[src/rtl/dma_seq_pkg.sv]
// Shared types for the fly-by DMA channel sequencer.
// Assumes: mode codes are fixed by the host's programming convention.
package dma_seq_pkg;

    typedef enum logic [1:0] {
        MODE_SINGLE = 2'd0,
        MODE_BLOCK  = 2'd1,
        MODE_DEMAND = 2'd2,
        MODE_RSVD   = 2'd3
    } xfer_mode_e;

    typedef enum logic [2:0] {
        ST_IDLE    = 3'd0,
        ST_HOLD    = 3'd1,
        ST_SETUP   = 3'd2,
        ST_XFER    = 3'd3,
        ST_RELEASE = 3'd4
    } seq_state_e;

endpackage

[src/rtl/dma_chan_regs.sv]
// Channel registers: base and current address/count, mode, direction,
// autoinit flag and mask bit.
// Assumes: step_i pulses once per completed transfer; a load takes
// priority over a step in the same cycle.
module dma_chan_regs
    import dma_seq_pkg::*;
#(
    parameter int AW = 16,
    parameter int CW = 16
) (
    input  logic          clk,
    input  logic          rst_n,
    input  logic          ld_i,
    input  logic [AW-1:0] ld_addr_i,
    input  logic [CW-1:0] ld_cnt_i,
    input  xfer_mode_e    ld_mode_i,
    input  logic          ld_to_mem_i,
    input  logic          ld_auto_i,
    input  logic          step_i,
    output logic [AW-1:0] cur_addr_o,
    output logic          last_o,
    output logic          masked_o,
    output xfer_mode_e    mode_o,
    output logic          to_mem_o
);

    logic [AW-1:0] base_addr_q, cur_addr_q;
    logic [CW-1:0] base_cnt_q, cur_cnt_q;
    logic          auto_q, masked_q, to_mem_q;
    xfer_mode_e    mode_q;

    // Count is exhausted on the item whose current count is zero
    assign last_o     = (cur_cnt_q == '0);
    assign cur_addr_o = cur_addr_q;
    assign masked_o   = masked_q;
    assign mode_o     = mode_q;
    assign to_mem_o   = to_mem_q;

    // Programming, per-item stepping, reload and disarm
    always_ff @(posedge clk) begin
        if (!rst_n) begin
            base_addr_q <= '0;
            cur_addr_q  <= '0;
            base_cnt_q  <= '0;
            cur_cnt_q   <= '0;
            auto_q      <= 1'b0;
            to_mem_q    <= 1'b0;
            mode_q      <= MODE_SINGLE;
            masked_q    <= 1'b1;
        end else if (ld_i) begin
            base_addr_q <= ld_addr_i;
            cur_addr_q  <= ld_addr_i;
            base_cnt_q  <= ld_cnt_i;
            cur_cnt_q   <= ld_cnt_i;
            auto_q      <= ld_auto_i;
            to_mem_q    <= ld_to_mem_i;
            mode_q      <= ld_mode_i;
            masked_q    <= 1'b0;
        end else if (step_i) begin
            if (last_o && auto_q) begin
                cur_addr_q <= base_addr_q;
                cur_cnt_q  <= base_cnt_q;
            end else begin
                cur_addr_q <= cur_addr_q + 1'b1;
                cur_cnt_q  <= cur_cnt_q - 1'b1;
                if (last_o) masked_q <= 1'b1;
            end
        end
    end

    // a mid-block step advances address (with wrap) and count
    a_r5_step: assert property (@(posedge clk) disable iff (!rst_n)
        (step_i && !ld_i && !last_o) |=>
            (cur_addr_q == AW'($past(cur_addr_q) + 1'b1)) &&
            (cur_cnt_q == CW'($past(cur_cnt_q) - 1'b1)));

    // autoinit reload restores the programmed values and keeps armed
    a_r10_reload: assert property (@(posedge clk) disable iff (!rst_n)
        (step_i && !ld_i && last_o && auto_q) |=>
            (cur_addr_q == base_addr_q) && (cur_cnt_q == base_cnt_q) && !masked_q);

    // terminal count without autoinit disarms the channel
    a_r10_disarm: assert property (@(posedge clk) disable iff (!rst_n)
        (step_i && !ld_i && last_o && !auto_q) |=> masked_q);

endmodule

[src/rtl/dma_seq_fsm.sv]
// Transfer sequencer: request, grant wait, address setup, strobe phase
// and bus release, with the mode-dependent choice after each item.
// Assumes: go_i already combines enable, mask and request.
module dma_seq_fsm
    import dma_seq_pkg::*;
(
    input  logic       clk,
    input  logic       rst_n,
    input  logic       go_i,
    input  logic       drq_i,
    input  logic       hlda_i,
    input  logic       ready_i,
    input  logic       last_i,
    input  xfer_mode_e mode_i,
    output seq_state_e state_o,
    output logic       step_o
);

    seq_state_e state_q, state_d;

    assign state_o = state_q;
    // An item completes on a strobe clock that samples ready high
    assign step_o  = (state_q == ST_XFER) && ready_i;

    // Next-state choice
    always_comb begin
        state_d = state_q;
        case (state_q)
            ST_IDLE:    if (go_i) state_d = ST_HOLD;
            ST_HOLD:    if (hlda_i) state_d = ST_SETUP;
            ST_SETUP:   state_d = ST_XFER;
            ST_XFER: begin
                if (ready_i) begin
                    if (last_i) begin
                        state_d = ST_RELEASE;
                    end else begin
                        case (mode_i)
                            MODE_BLOCK:  state_d = ST_SETUP;
                            MODE_DEMAND: state_d = drq_i ? ST_SETUP : ST_RELEASE;
                            default:     state_d = ST_RELEASE;
                        endcase
                    end
                end
            end
            ST_RELEASE: state_d = ST_IDLE;
            default:    state_d = ST_IDLE;
        endcase
    end

    // State register
    always_ff @(posedge clk) begin
        if (!rst_n) state_q <= ST_IDLE;
        else        state_q <= state_d;
    end

    // after every single-mode item the bus is handed back
    a_r7_single_release: assert property (@(posedge clk) disable iff (!rst_n)
        (step_o && mode_i == MODE_SINGLE) |=> (state_q == ST_RELEASE));

    // no bus drive is reached without passing through the grant wait
    a_r2_setup_entry: assert property (@(posedge clk) disable iff (!rst_n)
        (state_q == ST_SETUP) |-> ($past(state_q) == ST_HOLD || $past(state_q) == ST_XFER));

endmodule

[src/rtl/dma_pin_drive.sv]
// Decodes sequencer state, direction and current address onto the bus pins.
// Assumes: pins read zero whenever the block does not own the bus.
module dma_pin_drive
    import dma_seq_pkg::*;
#(
    parameter int AW = 16
) (
    input  seq_state_e    state_i,
    input  logic          to_mem_i,
    input  logic          last_i,
    input  logic [AW-1:0] cur_addr_i,
    output logic          hrq_o,
    output logic          oe_o,
    output logic [AW-1:0] addr_o,
    output logic          dack_o,
    output logic          eop_o,
    output logic          mem_rd_o,
    output logic          mem_wr_o,
    output logic          io_rd_o,
    output logic          io_wr_o
);

    logic strobe;

    // Pin decode from state
    always_comb begin
        hrq_o    = (state_i != ST_IDLE);
        oe_o     = (state_i == ST_SETUP) || (state_i == ST_XFER);
        strobe   = (state_i == ST_XFER);
        addr_o   = oe_o ? cur_addr_i : '0;
        dack_o   = strobe;
        eop_o    = strobe && last_i;
        mem_wr_o = strobe && to_mem_i;
        io_rd_o  = strobe && to_mem_i;
        mem_rd_o = strobe && !to_mem_i;
        io_wr_o  = strobe && !to_mem_i;
    end

endmodule

[src/rtl/dma_flyby_seq.sv]
// Single-channel fly-by DMA sequencer top: registers, sequencer and pin
// decode. Assumes the host loads the channel while it is idle.
module dma_flyby_seq
    import dma_seq_pkg::*;
#(
    parameter int AW = 16,
    parameter int CW = 16
) (
    input  logic          clk,
    input  logic          rst_n,
    input  logic          cfg_load_i,
    input  logic [AW-1:0] cfg_addr_i,
    input  logic [CW-1:0] cfg_count_i,
    input  logic [1:0]    cfg_mode_i,
    input  logic          cfg_to_mem_i,
    input  logic          cfg_autoinit_i,
    input  logic          chan_en_i,
    input  logic          drq_i,
    input  logic          hlda_i,
    input  logic          ready_i,
    output logic          hrq_o,
    output logic          dack_o,
    output logic          eop_o,
    output logic          bus_oe_o,
    output logic [AW-1:0] addr_o,
    output logic          mem_rd_o,
    output logic          mem_wr_o,
    output logic          io_rd_o,
    output logic          io_wr_o,
    output logic          masked_o
);

    logic [AW-1:0] cur_addr;
    logic          last, masked, to_mem, step, go;
    xfer_mode_e    mode;
    seq_state_e    state;

    assign go       = chan_en_i && !masked && drq_i;
    assign masked_o = masked;

    dma_chan_regs #(.AW(AW), .CW(CW)) u_regs (
        .clk        (clk),
        .rst_n      (rst_n),
        .ld_i       (cfg_load_i),
        .ld_addr_i  (cfg_addr_i),
        .ld_cnt_i   (cfg_count_i),
        .ld_mode_i  (xfer_mode_e'(cfg_mode_i)),
        .ld_to_mem_i(cfg_to_mem_i),
        .ld_auto_i  (cfg_autoinit_i),
        .step_i     (step),
        .cur_addr_o (cur_addr),
        .last_o     (last),
        .masked_o   (masked),
        .mode_o     (mode),
        .to_mem_o   (to_mem)
    );

    dma_seq_fsm u_fsm (
        .clk     (clk),
        .rst_n   (rst_n),
        .go_i    (go),
        .drq_i   (drq_i),
        .hlda_i  (hlda_i),
        .ready_i (ready_i),
        .last_i  (last),
        .mode_i  (mode),
        .state_o (state),
        .step_o  (step)
    );

    dma_pin_drive #(.AW(AW)) u_pins (
        .state_i   (state),
        .to_mem_i  (to_mem),
        .last_i    (last),
        .cur_addr_i(cur_addr),
        .hrq_o     (hrq_o),
        .oe_o      (bus_oe_o),
        .addr_o    (addr_o),
        .dack_o    (dack_o),
        .eop_o     (eop_o),
        .mem_rd_o  (mem_rd_o),
        .mem_wr_o  (mem_wr_o),
        .io_rd_o   (io_rd_o),
        .io_wr_o   (io_wr_o)
    );

    // bus request is withdrawn only after acknowledge and strobes ended
    a_r11_hrq_last: assert property (@(posedge clk) disable iff (!rst_n)
        $fell(hrq_o) |-> (!$past(dack_o) &&
            !$past(mem_rd_o || mem_wr_o || io_rd_o || io_wr_o)));

    // bus drive starts only after the grant was seen
    a_r2_grant_first: assert property (@(posedge clk) disable iff (!rst_n)
        $rose(bus_oe_o) |-> $past(hlda_i));

    // exactly one matching strobe pair, never both
    a_r3_pair: assert property (@(posedge clk) disable iff (!rst_n)
        (mem_wr_o == io_rd_o) && (mem_rd_o == io_wr_o) && !(mem_wr_o && mem_rd_o));

    // a strobe clock that samples ready low is followed by another
    a_r4_stretch: assert property (@(posedge clk) disable iff (!rst_n)
        (dack_o && !ready_i) |=> (dack_o && $stable(addr_o)));

    // pins are quiet while the bus is not owned
    a_r12_quiet: assert property (@(posedge clk) disable iff (!rst_n)
        !bus_oe_o |-> (addr_o == '0 && !dack_o && !mem_rd_o && !mem_wr_o && !io_rd_o && !io_wr_o));

    // terminal count is only signalled during an acknowledged item
    a_r6_eop_dack: assert property (@(posedge clk) disable iff (!rst_n)
        eop_o |-> dack_o);

endmodule

[config.mk]
export PLATFORM = sky130hd
export DESIGN_NAME = dma_flyby_seq
export DESIGN_NICKNAME = d
export VERILOG_FILES = /design/src/rtl/dma_seq_pkg.sv /design/src/rtl/dma_chan_regs.sv /design/src/rtl/dma_seq_fsm.sv /design/src/rtl/dma_pin_drive.sv /design/src/rtl/dma_flyby_seq.sv
export SDC_FILE = /design/constraint.sdc
export NUM_CORES = 1
export LEC_CHECK = 0
export BUFFER_PORTS_ARGS = -buffer_cell sky130_fd_sc_hd__buf_2
export CORE_UTILIZATION = 50
export DETAILED_ROUTE_END_ITERATION = 8
export PLACE_DENSITY = 0.75
export SLEW_MARGIN = 25
export SYNTH_ARGS = -nofsm -noshare
export SYNTH_HDL_FRONTEND = slang
export SYNTH_SLANG_ARGS = --single-unit
[constraint.sdc]
create_clock -name clk -period 2.4 [get_ports clk]
set_input_delay 0.24 -clock clk [delete_from_list [all_inputs] [get_ports clk]]
set_output_delay 0.24 -clock clk [all_outputs]
set_load 0.01 [all_outputs]
==> results of run 1 <==
[registers in the layout, summed over array words and instances, names as in the netlist]
register and count:
u_fsm.state_o 3, u_regs.base_cnt_q 16, u_regs.cur_cnt_q 16, u_regs.auto_q 1
u_regs.to_mem_o 1, u_regs.cur_addr_o 16, u_regs.masked_o 1, u_regs.mode_o 2
u_regs.base_addr_q 16
[routing by layer]
metal / GRT usage (%) / wire (um) / vias to the layer above / part of all wire [%]
li1: - / - / 1971 / -
met1: 38.0 / 5160 / 1949 / 45
met2: 44.2 / 5170 / 216 / 45
met3: 3.27 / 807 / 33 / 7.1
met4: 10.1 / 248 / 0 / 2.2
met5: 0 / 0 / - / 0
[synth_stat cells, drive strengths merged (5+ instances only)]
master / count / area, um^2
nand4: 5 / 31.3
clkbuf: 25 / 93.8
a21oi: 48 / 248
buf: 13 / 90.1
nand2: 53 / 199
inv: 9 / 33.8
o211ai: 5 / 37.5
dfxtp: 72 / 1440
nand3: 14 / 70.1
mux2: 5 / 56.3
and2: 18 / 113
nor4: 9 / 62.6
a211oi: 8 / 65.1
a31oi: 5 / 31.3
xor2: 6 / 52.6
or4: 6 / 52.6
mux2i: 25 / 250
ha: 5 / 62.6
nor3: 16 / 80.1
o21ai: 40 / 200
nor2: 50 / 193
[worst max-delay path, stage by stage, from the launching register on]
cell and delay (ns):
dfxtp_2 0.36, inv_1 0.09, ha_1 0.17, or4bb_4 0.49, or4_4 0.65, nor3_2 0.20
a211oi_1 0.06, o221a_2 0.26
[cell type report]
class                           instances  area, um^2  share of cell area (%)
Timing Repair Buffer                   93         543                    11.4
Multi-Input combinational cell        380        2360                    49.7
Tap cell                              102         128                    2.69
Clock inverter                          5         104                    2.19
Clock buffer                           11         141                    2.98
Sequential cell                        72        1440                    30.4
Inverter                                9        33.8                   0.711
[worst max-delay path by stage]
stage	start	end	slack, ns	depth (start not counted)
after floorplan	u_regs.cur_cnt_q[11]$_SDFFE_PN0P_	u_regs.cur_addr_o[5]$_SDFFE_PN0P_	0.11	9
after global placement	u_regs.cur_cnt_q[1]$_SDFFE_PN0P_	u_regs.cur_addr_o[2]$_SDFFE_PN0P_	0.16	7
after detailed placement	u_regs.cur_cnt_q[1]$_SDFFE_PN0P_	u_regs.cur_addr_o[2]$_SDFFE_PN0P_	0.05	7
after CTS	u_regs.cur_cnt_q[3]$_SDFFE_PN0P_	eop_o	0.04	6
after global routing	u_regs.cur_cnt_q[1]$_SDFFE_PN0P_	u_regs.cur_addr_o[2]$_SDFFE_PN0P_	-0.03	7
final	u_regs.cur_cnt_q[1]$_SDFFE_PN0P_	u_regs.cur_addr_o[2]$_SDFFE_PN0P_	0.03	7
[power by group through the flow]
stage,combinational (mW),sequential [mW],clock [mW]
floorplan,0.286,1.34,0
global placement,0.405,1.35,0
detailed placement,0.416,1.35,0
CTS,0.422,1.33,1.19
global route,0.483,1.34,1.24
finish,0.437,1.33,1.19
[kinds of logic after synthesis]
| family | synth area share (%) |
|---|---|
| and+or+nand+nor | 24.6 |
| DFF | 36.3 |
| muxes | 7.71 |
| adders and majority gates | 1.57 |
| xor gates and xnor gates | 1.32 |
| AOI/OAI and AO/OA | 23.0 |
| buffers and inverters | 5.48 |
[stage by stage]
step | util [%] | instance area (um^2) | cells
global placement | 57.9 | 4450 | 654
finish | 61.8 | 4750 | 672
CTS | 61.2 | 4710 | 670
detailed placement | 57.9 | 4450 | 654
global route | 61.8 | 4750 | 672
floorplan | - | 3970 | 498
[repair_timing]
item	in CTS	in global routing
setup buffers	0	1
resized for setup	2	6
pin swaps	0	3
gates cloned	0	1
endpoints found under the setup margin	1	3
hold endpoints to repair	0	0
==> flow_summary_export.csv, run 1 <==
group,metric,value,unit
run_status,status,"complete, no violations",
power,p_leak,1.99,nW
global_route,grt_usage,27.5,%
route,wirelength,11.4,mm
timing,fmax,0.422,GHz
job,maxCapViolations,0,
hold_path,hp-start,"cfg_addr_i[11]",
clock_tree,tritoncts,"done",
synth,ys_warn_count,0,
die,die_h,91.2,um
timing,final.min_clock_period,2.37,ns
die,initial_core_util,51.7,%
timing,finalCritPeriodShare,98.7,%
synth,synth.distinct_cells,62,
timing,fin_skew,0.0147,ns
hold_path,min_delay_worst_endpoint,"u_regs.base_addr_q[11]$_SDFFE_PN0P_",
layout,antenna_cells,0,
layout,syn2layout_area_growth,19.6,%
synth,synth_edf_count,0,
synth,netlist_instances,498,
clock_tree,cts_root_buf,"clkbuf_8",
power,power_frac_comb,14.8,%
setup_path,rrSetupSlack,0.03,ns
timing,worst_pin_slew,0.583,ns
timing,drv_slew,0,
route,vias,4169,
power,p_int,2.18,mW
die,rows,32,
route,ant_nets,0,
clock_tree,htreeDepth,3,
synth,synthesis.nets,546,
timing,finalHoldViolCount,0,
die,io_pins,68,
synth,synth_area,3970,um^2
synth,seq_area_frac_synth,36.3,%
setup_path,reg2regPathDepth,7,
synth,synth_seq_cells,72,
placed_design,dp_hpwl,7.66,mm
power,p_seq_share,45.1,%
die,die_w,91.2,um
global_route,grt_remaining_overflow,0,
timing,fin_ws,0.0307,ns
route,firstDrtPassIters,5,
setup_path,endpoint_kind,"flop",
global_route,grt_pass1_wl,18.7,mm
hold_path,hold_class,"input port to flop",
route,drcViolationCount,0,
placed_design,gp_congestion,0.890,
setup_path,crit_arrival,2.61,ns
clock_tree,numCtsBuffers,9,
timing,final-setup-viol-count,0,
power,sw_frac_of_total,26.3,%
route,viasPerCell,6.20,
clock_tree,cts_hold_buf,0,
layout,layout-drive-gt1-share,23.0,%
synth,synthArstFlopShare,0,%
setup_path,start_kind,"flop",
placed_design,dp_slack,0.0498,ns
placed_design,numPortBuffers,67,
clock_tree,clockBufferDepth,2,
timing,setup_tns,0,ns
power,ir_worst_vdd,0.000380,V
layout,fillerInstances,673,
global_route,grt_max_degree,67,
die,coreArea,7690,um^2
clock_tree,clock_sinks,72,
timing,slew-limit-headroom,60.8,%
die,die_area,8310,um^2
clock_tree,clkTransAtPathRegs,0.08,ns
timing,rsz0062_at_grt,"true",
setup_path,r2r_end,"u_regs.cur_addr_o[2]$_SDFFE_PN0P_",
route,drtIter0Drc,401,
clock_tree,worst_skew_pair.late_latency,0.35,ns
layout,layout_common_cells,"dfxtp_1 (71), buf_2 (67), nand2_1 (53)",
setup_path,r2r_start,"u_regs.cur_cnt_q[1]$_SDFFE_PN0P_",
global_route,grt_pass1_vias,3931,
global_route,antenna_found_initial,0,
synth,synth_area_per_cell,7.98,um^2
route,wl_per_cell,16.9,um
setup_path,cp_data_required_time,2.64,ns
power,powerDensity,621,nW/um^2
power,p_sw,0.777,mW
timing,holdWs,0.136,ns
layout,final_common_cell,"dfxtp_1",
setup_path,path_class,"flop to flop",
setup_path,cp_max_fo,8,
power,power.share.clock,40.2,%
power,total_power,2.95,mW
layout,fin_nets,613,
hold_path,holdPathStages,3,
synth,synthFlopType,"dfxtp_1",
Power figures use the tool's default switching activity.
==> inputs of run 2 (changes only) <==
Settings changed: ABC_AREA from default to 1, CORE_MARGIN from default to 10, SYNTH_HIERARCHICAL from default to 1.
==> flow_summary_export.csv, run 2 <==
group,metric,value,unit
setup_path,crit_arrival,1.87,ns
power,sw_frac_of_total,30.5,%
clock_tree,cts_root_buf,"clkbuf_8",
timing,fin_skew,0.00901,ns
layout,layout-drive-gt1-share,17.6,%
synth,seq_area_frac_synth,33.2,%
global_route,grt_pass1_wl,20.0,mm
die,io_pins,68,
timing,finalHoldViolCount,0,
synth,synth_top_cells_by_area,"dfxtp_1 (33%), nand2_1 (16%), a21oi_1 (8.6%)",
layout,fin_cells,845,
layout,layout_common_cells,"nand2_1 (190), inv_1 (78), a21oi_1 (75)",
clock_tree,clkTransAtPathRegs,0.07,ns
placed_design,numPortBuffers,67,
setup_path,path_class,"flop to output pin",
route,firstDrtPassIters,5,
power,power.share.clock,34.5,%
synth,yosysMostFrequentCell,"nand2_1",
synth,netlist_instances,679,
layout,syn2layout_area_growth,13.7,%
placed_design,place_inst,829,
timing,finalCritPeriodShare,87.7,%
synth,synth_area,4340,um^2
die,coreArea,8340,um^2
setup_path,start_kind,"flop",
synth,synthesis.nets,727,
power,p_sw,0.864,mW
clock_tree,numCtsBuffers,9,
power,total_power,2.83,mW
timing,rsz0062_at_grt,"false",
route,vias,4413,
timing,fmax,0.475,GHz
synth,yosys.area.top_type,"dfxtp_1",
power,p_seq_share,47.1,%
layout,antenna_cells,0,
synth,synthArstFlopShare,0,%
timing,final.min_clock_period,2.11,ns
synth,synth_common_cells,"nand2_1 (190), inv_1 (78), a21oi_1 (75)",
setup_path,endpoint_kind,"output pin",
timing,drv_slew,0,
die,die_area,12800,um^2
placed_design,gp_congestion,0.912,
synth,synthFlopType,"dfxtp_1",
layout,final_common_cell,"nand2_1",
route,ant_nets,0,
die,die_h,113,um
route,route.met2.wl,5.50,mm
timing,setup_tns,0,ns
run_status,status,"complete, no violations",
route,wl_per_cell,13.8,um
clock_tree,clock_sinks,72,
clock_tree,tritoncts,"done",
route,viasPerCell,5.22,
power,p_leak,2.31,nW
power,power_frac_comb,18.5,%
timing,slew-limit-headroom,64.7,%
job,maxCapViolations,0,
route,drcViolationCount,0,
route,wl_met1,5.40,mm
timing,final-setup-viol-count,0,
die,die_w,113,um
power,p_int,1.97,mW
clock_tree,clockBufferDepth,2,
hold_path,hold_class,"input port to flop",
route,wl_met3,625,um
layout,fillerInstances,824,
global_route,grt_max_degree,36,
power,ir_worst_vdd,0.000300,V
setup_path,cp_data_required_time,2.16,ns
global_route,antenna_found_initial,0,
die,initial_core_util,52.0,%
global_route,grt_pass1_vias,4373,
clock_tree,htreeDepth,3,
placed_design,dp_hpwl,8.47,mm
setup_path,cp_max_fo,5,
power,powerDensity,574,nW/um^2
layout,fin_nets,783,
layout,fin_util,59.2,%
synth,synth_edf_count,0,
clock_tree,worst_skew_pair.late_latency,0.34,ns
route,wirelength,11.6,mm
global_route,grt_remaining_overflow,0,
route,top_layer_used,"met4",
clock_tree,cts_setup_buffers,0,
synth,ys_warn_count,6,
global_route,grt_usage,18.1,%
route,drtIter0Drc,317,
die,rows,33,
synth,synth_top_area_share,33.2,%
clock_tree,cts_hold_buf,0,
clock_tree,cts-resized-gates,0,
timing,worst_pin_slew,0.530,ns
synth,synth_area_per_cell,6.39,um^2
synth,synth_seq_cells,72,
synth,synth.distinct_cells,32,
## run 2: layout make-up
type                            count  area, um^2  area share, %
Clock inverter                      5        56.3           1.14
Timing Repair Buffer               76         415           8.42
Tap cell                          105         131           2.66
Multi-Input combinational cell    491        2430           49.2
Clock buffer                       11         141           2.87
Sequential cell                    72        1440           29.2
Inverter                           85         322           6.52
## run 2: kinds of logic after synthesis
logic type	share of synthesized area (%)
xor+xnor	2.02
simple gates	38.3
flops	33.2
fa+ha+maj	1.44
buf+inv	11.0
compound gates	14.0
## run 2: power groups by stage
stage	logic, mW	registers (mW)	clock network [mW]
final	0.523	1.33	0.976
after global routing	0.592	1.34	1.06
after CTS	0.520	1.33	1.00
after detailed placement	0.517	1.36	0
after global placement	0.507	1.36	0
after floorplan	0.386	1.34	0
## run 2: path summary, 6_finish.rpt
kind / startpoint / endpoint / slack [ns] / cells after the start
hold / removal: cfg_to_mem_i / u_regs/to_mem_o$_SDFFE_PN0P_ / 0.12 / 3
hold reg to reg: u_regs/base_cnt_q[9]$_SDFFE_PN0P_ / u_regs/base_cnt_q[9]$_SDFFE_PN0P_ / 0.46 / 2
setup / recovery: u_regs/cur_cnt_q[0]$_SDFFE_PN0P_ / eop_o / 0.29 / 9
setup reg to reg: u_regs/cur_cnt_q[0]$_SDFFE_PN0P_ / u_regs/cur_cnt_q[5]$_SDFFE_PN0P_ / 0.47 / 10
## run 2: metal layers
| layer | track usage, % | up-vias |
|---|---|---|
| li1 | - | 2273 |
| met5 | 0 | - |
| met1 | 21.9 | 2027 |
| met4 | 5.92 | 0 |
| met3 | 3.96 | 11 |
| met2 | 31.1 | 102 |
## run 2: critical path, cell delays in order (launching register included)
cell	delay, ns
dfxtp_1	0.31
inv_1	0.13
ha_1	0.21
nand3_1	0.14
nor3_2	0.23
nand2_1	0.14
inv_1	0.10
inv_1	0.04
nor2_1	0.08
buf_2	0.14
## run 2: per-stage QoR
step / worst slack, ns / cell area, um^2 / hold WS, ns
final: 0.294 / 4930 / 0.124
after global routing: 0.105 / 4930 / 0.133
after CTS: 0.129 / 4930 / 0.114
after detailed placement: 0.488 / 4730 / 0.454
after global placement: 0.548 / 4730 / 0.449
after floorplan: 0.861 / 4340 / 0.366
